==> config.mk <==
export PLATFORM = sky130hd
export DESIGN_NAME = sw_event_trigger
export DESIGN_NICKNAME = d
export VERILOG_FILES = /design/src/rtl/sw_event_trigger.sv
export SDC_FILE = /design/constraint.sdc
export NUM_CORES = 1
export LEC_CHECK = 0
export ABC_AREA = 1
export BUFFER_PORTS_ARGS = -buffer_cell sky130_fd_sc_hd__buf_2
export CAP_MARGIN = 40
export CORE_AREA = 2 2 105 107
export DETAILED_ROUTE_END_ITERATION = 8
export DIE_AREA = 0 0 107 109
export PLACE_DENSITY = 0.43
export SLEW_MARGIN = 20
export SYNTH_ARGS = -nofsm -noshare
export SYNTH_HDL_FRONTEND = slang
export SYNTH_SLANG_ARGS = --single-unit
==> constraint.sdc <==
create_clock -name clk -period 0.8 [get_ports clk]
set_input_delay 0.16 -clock clk [delete_from_list [all_inputs] [get_ports clk]]
set_output_delay 0.16 -clock clk [all_outputs]
set_load 0.02 [all_outputs]
==> src/rtl/sw_event_trigger.sv <==
module sw_event_trigger #(
  parameter int ADDR_W    = 12,
  parameter int DATA_W    = 32,
  parameter int NUM_LINES = 64,
  parameter logic [ADDR_W-1:0]    BASE_ADDR = 12'h0A0,
  parameter logic [NUM_LINES-1:0] IMPL_MASK = 64'h0024_4000_0000_0000
) (
  input  logic                 clk,
  input  logic                 rst_n,
  input  logic [ADDR_W-1:0]    bus_addr,
  input  logic                 bus_we,
  input  logic [DATA_W-1:0]    bus_wdata,
  input  logic                 bus_secure,
  input  logic                 bus_priv,
  output logic [DATA_W-1:0]    bus_rdata,
  input  logic [NUM_LINES-1:0] line_sec,
  input  logic [NUM_LINES-1:0] line_priv,
  output logic [NUM_LINES-1:0] trig_pulse
);
  localparam int NUM_WORDS = NUM_LINES / DATA_W;
  localparam int WORD_BYTES = DATA_W / 8;

  logic [NUM_LINES-1:0] spread;
  logic [NUM_LINES-1:0] allowed;
  logic [NUM_LINES-1:0] trig_q;

  for (genvar w = 0; w < NUM_WORDS; w++) begin : g_word
    localparam logic [ADDR_W-1:0] WADDR = ADDR_W'(BASE_ADDR + w * WORD_BYTES);
    assign spread[w*DATA_W +: DATA_W] = (bus_addr == WADDR) ? bus_wdata : '0;
  end

  assign allowed = IMPL_MASK
                 & (~line_sec  | {NUM_LINES{bus_secure}})
                 & (~line_priv | {NUM_LINES{bus_priv}});

  always_ff @(posedge clk or negedge rst_n) begin
    if (!rst_n)      trig_q <= '0;
    else if (bus_we) trig_q <= spread & allowed;
    else             trig_q <= '0;
  end

  assign trig_pulse = trig_q;
  assign bus_rdata  = '0;
endmodule


==> After elaboration in Yosys (flattened, before gate mapping) <==
Index checks and enable logic that the tools add are counted.
Widths: inputs -> output; s select.
{ "classes": {"n_eq_ne": 2, "muxes": 3, "bitwise_logic": 6} }
{ "ops": {"columns": ["operator", "count"], "rows": [
  ["$and 54x64->64", 1],
  ["$and 64x64->64", 1],
  ["$mux 32", 2],
  ["$mux 64", 1],
  ["$not 64->64", 1],
  ["$or 64x64->64", 1],
  ["$not 54->54", 1],
  ["$or 54x54->54", 1],
  ["$eq 12x8->1 const B", 2]
]} }
{ "word_totals": {"regBits": 64, "wordCells": 12} }

==> Longest topological paths before layout <==
{ "depth": {"depth_word": 5, "mapped_depth": 5, "mapped_depth_nobuf": 5} }

==> Least setup slack after synthesis <==
OpenSTA, ideal clock, no wires.
{ "synth_path": {"path_kind": "register to output", "start": "register trig_q[46], in the netlist trig_pulse[46]", "end": "output port trig_pulse[46]", "arrival_time_ns": 0.416, "required_time_ns": 0.640, "path_slack_ns": 0.224, "stages_incl_launch_ff": 1, "n_path_buf": 0, "cell_sequence": "dfrtp_1"} }
{ "synth_lines": {"columns": ["element", "line", "text"], "rows": [
  ["start: declaration", "25", "logic [NUM_LINES-1:0] trig_q;"],
  ["start signal: assignment", "38", "else if (bus_we) trig_q <= spread & allowed;"],
  ["end: declaration", "18", "output logic [NUM_LINES-1:0] trig_pulse"]
]} }
No word-level cell between the ends.

==> Worst setup path after layout <==
{ "layout_path": {"start": "register trig_q[53], in the netlist trig_pulse[53]", "end": "output port trig_pulse[53]"} }
No word-level cell between the ends.

==> results.md <==
- Total GRT Usage: 0.0156
- Die area: ~12000 µm²
- First-pass DRT Iterations: 4
- Root buf cell: clkbuf_8
- Crit path from: trig_pulse[53]$_DFF_PN0_
- Pre-CTS WS: -0.0744 ns
- Routed Wire Length: 1.26 mm
- Total CTS buffers: 3
- Startpoint type of the worst setup path: flop
- Initial antenna violation count: 0
- CTS clock-pin slew for the worst setup and hold paths: approximately 0.030 ns
- Max incr delay on CP: around 0.37 ns
- CTS tree: built
- Port Buf Inserts: 28
- Postcts setup bufs: 0
- Final instance count without filler cells: ~300
- Max Freq: between 1000 and 1500 MHz
- Post-synth EDFFs: 0
- Area leader, netlist: buf_4
- Syn Area/Cell: 7.00 µm²
- Share of layout cells above drive strength 1: 0.191
- Worst hold path type: in2reg
- Synth Flop Type: dfrtp_1
- I/O pin total: approximately 270
- WS Path Type: reg2out
- Vias in the first global route: ~360
- Sequential cell area fraction in the yosys report: 0.0825
- Area contributors post-synth: buf_4, dfrtp_1, nand2_1
- DR vias: slightly below 600
- FP Rows: 38
- Fin nets: 340
- Hold path depth: 3
- Max-Cap Viols: 0
- Yosys warns: 0
- CP max FO: 1
- Hold Path End: trig_pulse[53]$_DFF_PN0_
- Ys async rst share: 1.00
- Crit path DAT: 0.72 ns
- # clock sinks: 3
- 1st-iter DRT viols: 18
- Post-DP HPWL: 1.08 mm
- Inst Count DP: approximately 300
- Post-detailed-route wirelength per cell: ~4.2 µm
- Routed Antenna Nets: 0
- Final worst setup slack: -0.0811 ns
- Largest net degree at the start of global routing: 4
- Crit-path leading delay family: flip-flops
- Layout area overhead: 3.99%
- Status: complete, but fails checks
- Critical path required time: 0.64 ns
- Count of pins over their slew limit: 0
- Clock Path Buffers: 2
- RSZ-0062 raised after global routing: true
- Die Wd: ~110 µm
- Hold_sp: bus_wdata[21]
- Synth cell count leaders: buf_4, nand2_1, inv_1
- Initial core utilization: 0.0858
- Post-Synthesis Cells: 130
- Setup crit end kind: output port
- Diodes inserted: 0
- Period utilisation layout: 1.10
- WP buf/inv: 1
- Routed vias/inst: around 1.9
- Die height: 109 µm
- Most numerous cell in the Yosys netlist: buf_4
- Netlist cell types: 8
- GR Overflow Total: 0
- Crit-path slowest cell: dfrtp_1
- Remaining DRCs: 0
- Mapped cell area: just over 900 µm²
- Failing checks: setup timing
- Min cycle time layout: 0.881 ns
- Core Region: around 11000 µm²
- Core Util, Final: 0.0892
- Seq cells post-synth: 3
- Critical path, cell by cell: buf_6
- Setup violators final: 3
- Max IR drop VDD: approximately 0.47 mV
- Leak Pwr: between 0.5 and 0.6 nW
- Max FFs per register: 3
- First-pass GRT wire length: 1.31 mm
- PwrDens: roughly 1100 nW/µm²
- Synth top area share: 0.768
- Placer Congestion: around 0.58
- CTS HTree Levels: 1
- FILL cells: 1252
- Final Hold Viols: 0
area by class of cell:
class	count	area (µm²)	share of cell area
clock buffers	4	45.0	0.0476
inverters	11	41.3	0.0437
multi-input cells	115	440	0.466
flip-flops and latches	3	75.1	0.0794
well taps	140	175	0.185
repair buffers	29	169	0.179
how the worst max path moves through the flow:
| stage | to | cells past startpoint |
|---|---|---|
| after floorplan | trig_pulse[46] | 0 |
| after global placement | trig_pulse[50]$_DFF_PN0_ | 6 |
| after CTS | trig_pulse[53] | 1 |
| after detailed placement | trig_pulse[50]$_DFF_PN0_ | 6 |
| final | trig_pulse[53] | 1 |
| after global routing | trig_pulse[53] | 1 |
repair_timing:
action	4_1_cts	5_1_grt
hold buffers	1	0
endpoints found under the hold margin	3	0
endpoints found under the setup margin	3	3
gates resized for setup	6	0
where the power goes:
group          internal (mW)  leakage [nW]  total, mW  switching [mW]
Clock                  0.341        0.0228      0.447           0.107
Combinational         0.0594         0.517      0.487           0.428
Sequential             0.153        0.0419      0.153      0.00000422
Total                  0.553         0.581       1.09           0.534
logic make-up after synthesis:
group,synth area share
DFF,0.0825
other,0.00412
buffers and inverters,0.813
and+or+nand+nor,0.100
stage by stage:
step / setup TNS, ns / instance area, µm² / power, mW / hold WS, ns
after floorplan: 0 / 1250 / 0.911 / -0.136
after global placement: -0.193 / 872 / 0.626 / -0.0449
after detailed placement: -0.193 / 872 / 0.627 / -0.0436
after CTS: -0.251 / 946 / 1.10 / 0.206
after global routing: -0.295 / 946 / 1.16 / 0.228
final: -0.222 / 946 / 1.09 / 0.207
cell usage in the layout (no fill, tap or decap):
| cell type | instances |
|---|---|
| buf_2 | 25 |
| buf_6 | 3 |
| clkbuf_1 | 1 |
| clkbuf_8 | 3 |
| conb_1 | 93 |
| dfrtp_1 | 3 |
| dlygate4sd3_1 | 1 |
| inv_1 | 11 |
| nand2_1 | 12 |
| nand3_1 | 1 |
| nand4_1 | 3 |
| nor2_1 | 6 |
routing by layer:
layer | share of wire | routed length (µm) | GRT usage | vias to the layer above
met2 | 0.47 | 594 | 0.0328 | 90
met3 | 0.26 | 333 | 0.00359 | 2
met5 | 0 | 0 | 0 | -
li1 | - | - | - | 262
met1 | 0.24 | 302 | 0.00788 | 223
met4 | 0.021 | 27 | 0.0223 | 0
No activity file was read; power rests on OpenSTA's default activity.
